## src/rtl/refresh_sched_pkg.sv

```systemverilog
package refresh_sched_pkg;
  typedef struct packed {
    logic slow;
    logic burst;
    logic stagger;
    logic hidden;
  } rs_mode_t;
endpackage

```

## src/rtl/rs_interval_timer.sv

```systemverilog
module rs_interval_timer #(
  parameter int RELOAD_W = 12
) (
  input  logic                clk,
  input  logic                rst,
  input  logic [RELOAD_W-1:0] reload,
  input  logic                slow,
  output logic                tick
);
  localparam int TW = RELOAD_W + 2;
  logic [TW-1:0] cnt;
  logic [TW-1:0] limit;

  assign limit = slow ? {reload, 2'b00} : {2'b00, reload};
  assign tick  = (cnt >= limit - TW'(1));

  always_ff @(posedge clk) begin
    if (rst)       cnt <= '0;
    else if (tick) cnt <= '0;
    else           cnt <= cnt + TW'(1);
  end
endmodule

```

## src/rtl/rs_pending_ctr.sv

```systemverilog
module rs_pending_ctr #(
  parameter int PEND_W = 3
) (
  input  logic              clk,
  input  logic              rst,
  input  logic              add,
  input  logic              take,
  output logic [PEND_W-1:0] pending,
  output logic              any
);
  localparam logic [PEND_W-1:0] FULL = '1;

  assign any = (pending != '0);

  always_ff @(posedge clk) begin
    if (rst) pending <= '0;
    else if (add && !take && pending != FULL) pending <= pending + PEND_W'(1);
    else if (!add && take) pending <= pending - PEND_W'(1);
  end
endmodule

```

## src/rtl/rs_addr_gen.sv

```systemverilog
module rs_addr_gen #(
  parameter int ROW_W = 8,
  parameter int BANKS = 4
) (
  input  logic                     clk,
  input  logic                     rst,
  input  logic                     step,
  input  logic                     stagger,
  output logic [ROW_W-1:0]         row,
  output logic [$clog2(BANKS)-1:0] bank,
  output logic [$clog2(BANKS)-1:0] bank_nxt
);
  localparam int BANK_W = $clog2(BANKS);
  localparam logic [BANK_W-1:0] LAST = BANK_W'(BANKS - 1);
  logic wrap;

  assign wrap     = !stagger || (bank == LAST);
  assign bank_nxt = !stagger ? bank : (bank == LAST ? '0 : bank + BANK_W'(1));

  always_ff @(posedge clk) begin
    if (rst) begin
      row  <= '0;
      bank <= '0;
    end else if (step) begin
      bank <= bank_nxt;
      if (wrap) row <= row + ROW_W'(1);
    end
  end
endmodule

```

## src/rtl/refresh_sched.sv

```systemverilog
module refresh_sched
  import refresh_sched_pkg::*;
#(
  parameter int ROW_W     = 8,
  parameter int BANKS     = 4,
  parameter int RELOAD_W  = 12,
  parameter int RAS_CYC   = 3,
  parameter int BURST_LEN = 4,
  parameter int PEND_W    = 3
) (
  input  logic                clk,
  input  logic                rst,
  input  logic [RELOAD_W-1:0] cfg_reload,
  input  logic                cfg_slow,
  input  logic                cfg_burst,
  input  logic                cfg_stagger,
  input  logic                cfg_hidden,
  input  logic                ale,
  output logic [ROW_W-1:0]    ref_row,
  output logic [BANKS-1:0]    ref_bank_sel,
  output logic                ref_ras,
  output logic                cpu_stall
);
  localparam int BANK_W = $clog2(BANKS);
  localparam int DUR_W  = $clog2(RAS_CYC + 1);
  localparam int LEFT_W = $clog2(BURST_LEN + 1);

  rs_mode_t           mode_q;
  rs_mode_t           cfg;
  logic               busy;
  logic [DUR_W-1:0]   dur;
  logic [LEFT_W-1:0]  left;
  logic               ale_q;
  logic               tick, any, start, last, step;
  logic [PEND_W-1:0]  pending;
  logic [BANK_W-1:0]  bank, bank_nxt;
  logic [BANKS-1:0]   sel_now, sel_nxt;
  logic [BANKS-1:0]   bsel_q;
  logic               ras_q, stall_q;

  assign cfg   = '{slow: cfg_slow, burst: cfg_burst, stagger: cfg_stagger, hidden: cfg_hidden};
  assign start = !busy && any && (mode_q.hidden ? (ale_q && !ale) : 1'b1);
  assign last  = (dur == DUR_W'(RAS_CYC - 1));
  assign step  = busy && last;

  assign sel_now = mode_q.stagger ? (BANKS'(1) << bank)     : '1;
  assign sel_nxt = mode_q.stagger ? (BANKS'(1) << bank_nxt) : '1;

  rs_interval_timer #(.RELOAD_W(RELOAD_W)) u_timer (
    .clk(clk), .rst(rst), .reload(cfg_reload), .slow(mode_q.slow), .tick(tick)
  );

  rs_pending_ctr #(.PEND_W(PEND_W)) u_pend (
    .clk(clk), .rst(rst), .add(tick), .take(start), .pending(pending), .any(any)
  );

  rs_addr_gen #(.ROW_W(ROW_W), .BANKS(BANKS)) u_addr (
    .clk(clk), .rst(rst), .step(step), .stagger(mode_q.stagger),
    .row(ref_row), .bank(bank), .bank_nxt(bank_nxt)
  );

  always_ff @(posedge clk) begin
    if (rst) begin
      busy    <= 1'b0;
      dur     <= '0;
      left    <= '0;
      mode_q  <= '0;
      ale_q   <= 1'b0;
      ras_q   <= 1'b0;
      stall_q <= 1'b0;
      bsel_q  <= '0;
    end else begin
      ale_q <= ale;
      if (!busy) begin
        if (start) begin
          busy    <= 1'b1;
          dur     <= '0;
          left    <= mode_q.burst ? LEFT_W'(BURST_LEN - 1) : '0;
          ras_q   <= 1'b1;
          stall_q <= !mode_q.hidden;
          bsel_q  <= sel_now;
        end else begin
          mode_q <= cfg;
        end
      end else if (last) begin
        if (left != '0) begin
          left   <= left - LEFT_W'(1);
          dur    <= '0;
          bsel_q <= sel_nxt;
        end else begin
          busy    <= 1'b0;
          ras_q   <= 1'b0;
          stall_q <= 1'b0;
          bsel_q  <= '0;
        end
      end else begin
        dur <= dur + DUR_W'(1);
      end
    end
  end

  assign ref_ras      = ras_q;
  assign cpu_stall    = stall_q;
  assign ref_bank_sel = bsel_q;
endmodule


```

## config.mk

```make
export PLATFORM = sky130hd
export DESIGN_NAME = refresh_sched
export DESIGN_NICKNAME = d
export VERILOG_FILES = /design/src/rtl/refresh_sched_pkg.sv /design/src/rtl/rs_interval_timer.sv /design/src/rtl/rs_pending_ctr.sv /design/src/rtl/rs_addr_gen.sv /design/src/rtl/refresh_sched.sv
export SDC_FILE = /design/constraint.sdc
export NUM_CORES = 1
export LEC_CHECK = 0
export ABC_AREA = 1
export BUFFER_PORTS_ARGS = -buffer_cell sky130_fd_sc_hd__buf_2
export CAP_MARGIN = 20
export CORE_ASPECT_RATIO = 0.9
export CORE_MARGIN = 3
export CORE_UTILIZATION = 55
export DETAILED_ROUTE_END_ITERATION = 10
export GPL_TIMING_DRIVEN = 0
export HOLD_SLACK_MARGIN = 0.05
export PLACE_DENSITY = 0.8
export SLEW_MARGIN = 5
export SYNTH_ARGS = -nofsm -noshare
export SYNTH_HDL_FRONTEND = slang
export SYNTH_SLANG_ARGS = --single-unit
```

## constraint.sdc

```tcl
create_clock -name clk -period 3.8 [get_ports clk]
set_clock_uncertainty 0.15 [all_clocks]
set_input_delay 0.38 -clock clk [delete_from_list [all_inputs] [get_ports clk]]
set_output_delay 0.38 -clock clk [all_outputs]
set_load 0.01 [all_outputs]
```

==> results of run 1 <==
## worst max-delay path: stages, from the launching register on
cell and delay [ns]:
dfxtp_2 0.36, inv_2 0.04, buf_6 0.13, nand2_1 0.10
ha_2 0.21, inv_1 0.04, nor2_1 0.13, nand4_2 0.18
nor2_2 0.15, nand2_1 0.08, xnor2_1 0.13, ha_1 0.27
nand2_1 0.08, nor2_2 0.12, nand2_1 0.07, nor2_1 0.11
nand2_2 0.10, nand3_2 0.09, nand2_2 0.09, fa_1 0.40
inv_1 0.08, nand4_1 0.11, a21oi_1 0.16, nor2_1 0.06
## layout make-up
class                   count  share of cell area
plain buffers               5             0.00987
multi-input cells         286               0.533
flip-flops and latches     44               0.278
clock buffers               7              0.0304
well taps                  65              0.0257
repair buffers             32              0.0506
inverters                  61              0.0723
## repair_timing
action	4_1_cts	5_1_grt
setup endpoints to repair	0	2
resized for setup	0	7
endpoints found under the hold margin	0	0
## final timing paths
path | startpoint | end | depth (start not counted)
max reg2reg | mode_q[3] | u_pend.pending[2] | 23
max | mode_q[3] | u_pend.pending[2] | 23
min reg2reg | mode_q[0] | cpu_stall | 1
min | rst | left[2] | 2
## per-layer routing
metal / track usage / up-vias / routed length [µm]
li1: - / 1367 / -
met1: 0.277 / 1151 / 2780
met2: 0.326 / 46 / 2590
met3: 0.0368 / 11 / 230
met4: 0.0694 / 0 / 93
met5: 0 / - / 0
## cells in the mapped netlist, types with 2 or more instances
| cell | number | area, µm² |
|---|---|---|
| a211oi_1 | 4 | 30.0 |
| a21oi_1 | 34 | 170 |
| a31oi_1 | 3 | 18.8 |
| clkbuf_1 | 2 | 7.51 |
| dfxtp_1 | 44 | 881 |
| ha_1 | 23 | 288 |
| inv_1 | 56 | 210 |
| inv_2 | 5 | 18.8 |
| nand2_1 | 72 | 270 |
| nand3_1 | 24 | 120 |
| nand4_1 | 4 | 25.0 |
| nand4_2 | 3 | 37.5 |
| nor2_1 | 37 | 139 |
| nor2_2 | 6 | 37.5 |
| nor2_4 | 2 | 22.5 |
| nor3_1 | 7 | 35.0 |
| nor3_2 | 2 | 20.0 |
| nor3b_1 | 2 | 15.0 |
| o21ai_0 | 23 | 115 |
| o21ai_2 | 5 | 43.8 |
| or2_0 | 3 | 18.8 |
| or2_1 | 3 | 18.8 |
| or2_2 | 3 | 18.8 |
| xnor2_1 | 6 | 52.6 |
| xor2_1 | 9 | 78.8 |
## cells in the final DEF (no fill, tap or decap), types with 2 or more instances in the layout
cell,synthesis,final
ha_1,23,22
inv_2,5,5
nor3_1,7,7
o21ai_2,5,5
or2_0,3,3
nand2_2,1,4
or2_2,3,3
clkbuf_1,2,2
nand4_1,4,4
a31oi_1,3,3
nor2_2,6,7
nand3_1,24,23
inv_1,56,56
nor3b_1,2,2
dfxtp_1,44,43
or2_1,3,3
xnor2_1,6,6
xor2_1,9,9
nor2_4,2,2
nor3_2,2,2
a21oi_1,34,34
buf_2,1,33
clkbuf_8,0,7
o21ai_0,23,23
a211oi_1,4,4
nand2_1,72,69
nand4_2,3,3
nor2_1,37,36
## flip-flops by register name, indices dropped and copies added (netlist names)
register / flops
ref_bank_sel: 4
u_pend.pending: 3
cpu_stall: 1
dur: 2
u_addr.bank: 2
mode_q: 4
busy: 1
ref_ras: 1
left: 3
ale_q: 1
u_addr.row: 8
u_timer.cnt: 14
## per-stage QoR
stage	utilization	cells	setup slack (ns)
after floorplan	-	396	0.487
after global placement	0.624	493	0.211
after detailed placement	0.624	493	0.105
after CTS	0.643	500	0.0795
after global routing	0.647	500	0.00724
final	0.647	500	0.260
## cell families (layout without fill, tap and decap cells)
family,after synthesis,in the layout
buffers and inverters,66,105
xor gates and xnor gates,15,15
DFF,44,44
muxes,2,2
adders and majority gates,24,24
and+or+nand+nor,173,173
AOI/OAI and AO/OA,72,72
## report_power, final
part / switching [mW] / internal [mW]
registers: 0.0580 / 0.538
logic: 0.456 / 0.260
clock network: 0.151 / 0.162
==> results.toml, run 1 <==
[status]
run_status = "finished clean"

[placed_design]
buffer_ports.inserted = 32
routabilityCongestion = 0.867
hpwlAfterDp_um = 4400
post_dp_cell_area_um2 = 3050

[detailed_routing]
detail-route-antenna-nets = 0
drt_drc_violations_left = 0
routed_wirelength_um = 5700
vias_per_cell = 5.15
detail_route.iter0.violations = 168
drt-wirelength-per-cell_um = 11.4
detailroute.via_count = 2575
detail_route.first_pass.iterations = 6

[sta]
rsz0062_at_grt = "false"
totalNegativeSetupSlack_ns = 0
final-setup-viol-count = 0
finalWorstPathRequiredPeriod_ns = 3.54
finalMaxSlewViolations = 0
worst_slew_pin_slew_ns = 0.464
fin_hold_ws_ns = 0.143
final_min_period_over_clock_period = 0.932
fmax_mhz = 282
relSlewSlack = 0.691
timing_hold_violations_final = 0

[cells_and_area]
fillers = 449
ff_latch_area_um2 = 882
final_nets = 478
finished_cell_area_um2 = 3170
diodes = 0
layout-area-overhead-vs-synth_pct = 12.7
layout_cell_share_with_drive_strength_beyond_1 = 0.179
multi_input_area_um2 = 1690

[synth]
number_of_unique_standard_cell_types_used_by_synthesis = 39
compound_gate_fraction_of_synth_area = 0.141
synthXorXnorAreaFrac = 0.0467
postSynth.topFlopCell = "dfxtp_1"
synth.area.mux_share = 0.00846
combinational_family_with_the_most_area_after_synthesis = "simple AND/OR/NAND/NOR gates"
synth.ff_latch_count = 44
ys_async_sr_fraction = 0
synth_edf_count = 0
synthesized_area_fraction_occupied_by_and_or_nand_nor_cells = 0.288
synthesis.instances = 396
cell_area_after_synthesis_um2 = 2810
yosysWarnings = 0
synthAdderAreaFrac = 0.109
yosysSeqAreaShare = 0.313
syn-mean-instance-area_um2 = 7.10
synthesis.nets = 439

[setup_path]
element_type_at_the_critical_path_end = "flop"
required_ns = 3.84
worst_setup_path_start_kind = "flop"
path_max_fanout = 10
arrival_ns = 3.58
rrSetupSlack_ns = 0.26
worst-setup-path-type = "flop to flop"

[floorplan]
std_cell_rows = 24
dieArea_um2 = 6010
fp.dieH_um = 73.8
initial_core_util = 0.574
io-pin-count = 33
fp.dieW_um = 81.4
core-area_um2 = 4890

[power_and_ir_drop]
p_leak_nw = 1.47
worst_ir_drop_vdd_mv = 0.316
power_density_nw_per_um2 = 513
total_power_mw = 1.62

[clocking]
cts_buffers = 5
path_clk_slew_ns = 0.08
holdBufCountCts = 0
clock_sink_count = 44
deepest_clock_path_buffer_count = 2
clock_tree_from_tritoncts = "yes"
cts.htree.levels = 2
clock-root-buffer = "clkbuf_8"
clk_latency_ns = 0.29
post_cts_buffers = 0

[global_routing]
antenna_violations_before_repair = 0
grt-ovfl-total = 0
number_of_global_route_vias_before_repair = 2337
grt_first_pass_wirelength_um = 9770
grt_util_all_layers = 0.205
pin_count_of_the_biggest_net_entering_global_routing = 13

[run]
max_cap_violations = 0

[worst_hold_path]
hold_path_class = "input pin to flop"
Note: power is estimated with default switching activity, not from simulation.
==> run 2: changes to the inputs <==
--- a/config.mk
+++ b/config.mk
@@ -9,12 +9,13 @@
 export BUFFER_PORTS_ARGS = -buffer_cell sky130_fd_sc_hd__buf_2
 export CAP_MARGIN = 20
 export CORE_ASPECT_RATIO = 0.9
-export CORE_MARGIN = 3
+export CORE_MARGIN = 5
 export CORE_UTILIZATION = 55
 export DETAILED_ROUTE_END_ITERATION = 10
 export GPL_TIMING_DRIVEN = 0
 export HOLD_SLACK_MARGIN = 0.05
 export PLACE_DENSITY = 0.8
+export REMOVE_ABC_BUFFERS = 1
 export SLEW_MARGIN = 5
 export SYNTH_ARGS = -nofsm -noshare
 export SYNTH_HDL_FRONTEND = slang
==> run 2 against run 1 <==
  * Sequential cell count unchanged
  * Worst hold slack better by 0.026 ns
  * Utilization is 0.56 points lower
  * Combinational power about the same
  * Critical path type unchanged
  * Critical endpoint unchanged
  * Highest routed layer unchanged
==> results.toml, run 2 (same netlist as run 1, synthesis figures left out) <==
[cells_and_area]
reg.largest.list = "u_timer.cnt (14), u_addr.row (8)"
diodes = 0
layout.cells.most_common = "nand2_1"
final_cell_mix = "70 x nand2_1, 56 x inv_1, 43 x dfxtp_1, 37 x nor2_1, 34 x a21oi_1"
layout-area-overhead-vs-synth_pct = 11.7
final_nets = 474
stdcell_count = 496
layout_cell_share_with_drive_strength_beyond_1 = 0.172
largest_reg_flops = 14
finished_cell_area_um2 = 3140
regMostFlops = "u_timer.cnt"

[detailed_routing]
detail-route-antenna-nets = 0
vias_per_cell = 5.04
routed_wirelength_um = 5610
detail_route.iter0.violations = 97
detail_route.first_pass.iterations = 4
drt_drc_violations_left = 0
detailroute.via_count = 2502
drt-wirelength-per-cell_um = 11.3

[clocking]
clock_tree_from_tritoncts = "yes"
clock_sink_count = 44
clock-root-buffer = "clkbuf_8"
cts_buffers = 5
holdBufCountCts = 0
cts.htree.levels = 2
clk_latency_ns = 0.30
deepest_clock_path_buffer_count = 2
path_clk_slew_ns = 0.08

[setup_path]
worst_setup_path_start_kind = "flop"
rr_endpoint = "u_pend.pending[2]"
path_common_cell = "nand2_1"
max_stage_delay_ns = 0.38
crit_chain = "inv_2 > nand2_1 > ha_2 > inv_1 > nor2_1 > nand4_2 > nor2_2 > nand2_1 > xnor2_1 > ha_1 > nand2_1 > nor2_1 > nand2_1 > nor2_1 > nand2_1 > nand3_2 > nand2_2 > fa_1 > inv_1 > nand4_1 > a21oi_1 > nor2_1"
arrival_ns = 3.56
required_ns = 3.84
cell_family_with_the_largest_share_of_critical_path_delay = "simple AND/OR/NAND/NOR gates"
r2r_start = "mode_q[3]"
setup.worst_path.start = "mode_q[3]"
element_type_at_the_critical_path_end = "flop"
worst-path-stages = 22
crit_buf_inv = 3
critical_path.slowest_cell = "fa_1"
path_max_fanout = 11
rr_worst_depth = 22
setup.worst_path.end = "u_pend.pending[2]"
worst-setup-path-type = "flop to flop"
rrSetupSlack_ns = 0.28

[floorplan]
std_cell_rows = 24
fp.dieH_um = 77.8
io-pin-count = 33
dieArea_um2 = 6640
core-area_um2 = 4890
fp.dieW_um = 85.4
initial_core_util = 0.574

[status]
run_status = "finished clean"

[global_routing]
antenna_violations_before_repair = 0
pin_count_of_the_biggest_net_entering_global_routing = 20
number_of_global_route_vias_before_repair = 2384
grt-ovfl-total = 0
grt_first_pass_wirelength_um = 10000
grt_util_all_layers = 0.178

[placed_design]
hpwlAfterDp_um = 4400
post_dp_cell_area_um2 = 3020
buffer_ports.inserted = 32
place_inst = 488
routabilityCongestion = 0.835
dp_worst_setup_slack_ns = -0.308

[sta]
fin_hold_ws_ns = 0.169
finalMaxSlewViolations = 0
timing_hold_violations_final = 0
final-setup-viol-count = 0
relSlewSlack = 0.641
worst_slew_pin_slew_ns = 0.537
final_min_period_over_clock_period = 0.926
final.setup.worst_slack_ns = 0.281
finalWorstPathRequiredPeriod_ns = 3.52
fmax_mhz = 284

[worst_hold_path]
hold_path_class = "input pin to flop"

[power_and_ir_drop]
p_leak_nw = 1.45
power_density_nw_per_um2 = 507
worst_ir_drop_vdd_mv = 0.327

[run]
max_cap_violations = 0
run 2: power by group:
part           internal [mW]  switching [mW]  total, mW  leakage, nW
Sequential             0.539          0.0594      0.599        0.360
Combinational          0.265           0.448      0.713         1.05
Clock                  0.125           0.154      0.279       0.0410
Total                  0.929           0.662       1.59         1.45
run 2: how the worst min path moves through the flow:
| stage | endpoint | depth (start not counted) | from | slack (ns) |
|---|---|---|---|---|
| finish | mode_q[2] | 3 | cfg_burst | 0.17 |
| global route | ale_q | 3 | ale | 0.17 |
| CTS | mode_q[2] | 3 | cfg_burst | 0.17 |
| detailed placement | cpu_stall | 1 | mode_q[0] | 0.29 |
| global placement | cpu_stall | 1 | mode_q[0] | 0.28 |
| floorplan | cpu_stall | 1 | mode_q[0] | 0.26 |
run 2: routing by layer:
layer | vias up | routed length [µm] | global-route usage
met1 | 1110 | 2710 | 0.228
met5 | - | 0 | 0
met3 | 8 | 166 | 0.0360
li1 | 1353 | - | -
met2 | 31 | 2670 | 0.306
met4 | 0 | 61 | 0.0443
run 2: stage by stage:
step	utilization	total power, mW	TNS (ns)
2_1_floorplan	-	1.12	0
3_3_place_gp	0.617	1.25	-0.208
3_5_place_dp	0.617	1.29	-0.665
4_1_cts	0.634	1.57	0
5_1_grt	0.642	1.74	-0.00482
6_report	0.642	1.59	0
run 2: timing repair:
action / CTS / global route
hold endpoints to repair: 0 / 0
setup buffers: 0 / 1
gates cloned: 0 / 0
pin swaps: 0 / 1
endpoints found under the setup margin: 9 / 3
gates resized for setup: 2 / 6
run 2: tightest hold or removal path: cells and delay by family:
family	cells	cell delay, ns
buffers and inverters	1	0.08
and+or+nand+nor	2	0.12
run 2: final cells by class:
type | count | area [µm²]
multi-input combinational | 286 | 1690
tap | 65 | 81.3
clock buffer | 6 | 72.6
sequential | 44 | 885
fill | 430 | 1750
timing repair buffer | 33 | 180
inverter | 61 | 229
clock inverter | 1 | 5.00
==> run 3: changes to the inputs <==
--- a/config.mk
+++ b/config.mk
@@ -8,13 +8,16 @@
 export ABC_AREA = 1
 export BUFFER_PORTS_ARGS = -buffer_cell sky130_fd_sc_hd__buf_2
 export CAP_MARGIN = 20
+export CELL_PAD_IN_SITES_DETAIL_PLACEMENT = 0
+export CELL_PAD_IN_SITES_GLOBAL_PLACEMENT = 2
 export CORE_ASPECT_RATIO = 0.9
 export CORE_MARGIN = 5
-export CORE_UTILIZATION = 55
+export CORE_UTILIZATION = 33
+export CTS_BUF_LIST = sky130_fd_sc_hd__clkbuf_16
 export DETAILED_ROUTE_END_ITERATION = 10
 export GPL_TIMING_DRIVEN = 0
 export HOLD_SLACK_MARGIN = 0.05
-export PLACE_DENSITY = 0.8
+export PLACE_DENSITY = 0.84
 export REMOVE_ABC_BUFFERS = 1
 export SLEW_MARGIN = 5
 export SYNTH_ARGS = -nofsm -noshare
==> run 3 against run 2 <==
  * Setup slack better by 0.074 ns
  * Critical path depth unchanged
  * Count of clock-buffer cells in the layout down 1
  * First-iteration DRC count down 40%
  * Power up 13%
  * Global-route usage down 6.4 points
  * Die area up 58%
  * Combinational power about the same
  * Register-to-register slack better by 0.07 ns
  * Worst hold slack worse by 0.00052 ns
  * Via count down 1.7%
  * Critical path type unchanged
  * Largest power group unchanged
==> results.toml, run 3 (same netlist as run 1, synthesis figures left out) <==
[clocking]
clk_latency_ns = 0.28
clock_sink_count = 44
cts.htree.levels = 2
path_clk_slew_ns = 0.06
deepest_clock_path_buffer_count = 2
cts_buffers = 5
clock-root-buffer = "clkbuf_16"
clock_tree_from_tritoncts = "yes"

[run]
max_cap_violations = 0

[sta]
final_min_period_over_clock_period = 0.907
final.setup.worst_slack_ns = 0.355
final-setup-viol-count = 0
rsz0062_at_grt = "false"
fmax_mhz = 290
finalMaxSlewViolations = 0
relSlewSlack = 0.613
timing_hold_violations_final = 0
worst_slew_pin_slew_ns = 0.579
finalWorstPathRequiredPeriod_ns = 3.44

[global_routing]
grt_util_all_layers = 0.114
pin_count_of_the_biggest_net_entering_global_routing = 20
grt_first_pass_wirelength_um = 9920
grt-ovfl-total = 0
antenna_violations_before_repair = 0
number_of_global_route_vias_before_repair = 2239

[setup_path]
required_ns = 3.83
arrival_ns = 3.47
path_max_fanout = 11
worst-setup-path-type = "flop to flop"
cell_family_with_the_largest_share_of_critical_path_delay = "simple AND/OR/NAND/NOR gates"
worst_setup_path_start_kind = "flop"
crit_buf_inv = 3
crit_chain = "inv_2 > nand2_1 > ha_1 > inv_1 > nor2_1 > nand4_2 > nor2_2 > nand2_1 > xnor2_1 > ha_1 > nand2_1 > nor2_2 > nand2_1 > nor2_1 > nand2_2 > nand3_2 > nand2_2 > fa_2 > inv_1 > nand4_1 > a21oi_1 > nor2_1"
path_common_cell = "nand2_1"
max_stage_delay_ns = 0.35
element_type_at_the_critical_path_end = "flop"
critical_path.slowest_cell = "dfxtp_4"

[floorplan]
initial_core_util = 0.333
io-pin-count = 33
fp.dieW_um = 107
dieArea_um2 = 10500
std_cell_rows = 32
core-area_um2 = 8450
fp.dieH_um = 97.6

[cells_and_area]
final_util = 0.392
largest_reg_flops = 14
layout-area-overhead-vs-synth_pct = 17.8
multi_input_area_um2 = 1700
layout_cell_share_with_drive_strength_beyond_1 = 0.184
reg.largest.list = "u_timer.cnt (14), u_addr.row (8)"
final_nets = 476
regMostFlops = "u_timer.cnt"
diodes = 0
fillers = 906
ff_latch_area_um2 = 885
layout.cells.most_common = "nand2_1"
final_cell_mix = "69 x nand2_1, 57 x inv_1, 43 x dfxtp_1, 36 x nor2_1, 34 x a21oi_1"

[power_and_ir_drop]
power_density_nw_per_um2 = 543
worst_ir_drop_vdd_mv = 0.200
total_power_mw = 1.80
p_leak_nw = 1.50

[detailed_routing]
detail-route-antenna-nets = 0
detail_route.first_pass.iterations = 4
routed_wirelength_um = 5760
drt_drc_violations_left = 0
detail_route.iter0.violations = 58
detailroute.via_count = 2459
vias_per_cell = 4.45
drt-wirelength-per-cell_um = 10.4

[placed_design]
hpwlAfterDp_um = 4540
buffer_ports.inserted = 32
routabilityCongestion = 0.711
dp_worst_setup_slack_ns = -0.453

[status]
run_status = "finished clean"

[worst_hold_path]
hold_path_class = "input pin to flop"
run 3: layout make-up:
class                      instances  area share
inverter                          61      0.0691
sequential                        44       0.267
timing repair buffer              35      0.0552
clock buffer                       5      0.0378
clock inverter                     3      0.0117
tap                              119      0.0450
multi-input combinational        286       0.514
run 3: routing by layer:
metal | global-route usage | share of wire | up-vias
li1 | - | - | 1367
met1 | 0.165 | 0.54 | 1065
met2 | 0.167 | 0.43 | 20
met3 | 0.0233 | 0.021 | 7
met4 | 0.0354 | 0.012 | 0
met5 | 0 | 0 | -
run 3: stage by stage:
stage / cells / hold slack [ns] / area, µm² / TNS, ns
3_5_place_dp: 542 / 0.301 / 3090 / -2.54
2_1_floorplan: 391 / 0.260 / 2780 / 0
4_1_cts: 553 / 0.167 / 3280 / 0
6_report: 553 / 0.169 / 3310 / 0
5_1_grt: 553 / 0.170 / 3310 / 0
3_3_place_gp: 542 / 0.286 / 3090 / -0.996
run 3: tightest hold or removal path: cells and delay by family:
kind | cells | cell delay, ns
AND/OR/NAND/NOR | 2 | 0.11
buffers and inverters | 1 | 0.07
run 3: worst paths after layout:
check	startpoint	slack, ns	end	depth (start not counted)
max	mode_q[3]	0.36	u_pend.pending[2]	22
min	cfg_burst	0.17	mode_q[2]	3
max reg2reg	mode_q[3]	0.36	u_pend.pending[2]	22
min reg2reg	mode_q[0]	0.30	cpu_stall	1
run 3: timing repair:
action                                 in CTS  in global routing
hold buffers                                0                  0
endpoints found under the hold margin       0                  0
resized for setup                           2                  9
setup endpoints to repair                  16                  2
buffers inserted                            3                  0
run 3: power by group:
group	switching (mW)	internal, mW	total, mW
logic	0.451	0.265	0.716
registers	0.0576	0.540	0.597
clock network	0.178	0.307	0.485
total	0.686	1.11	1.80
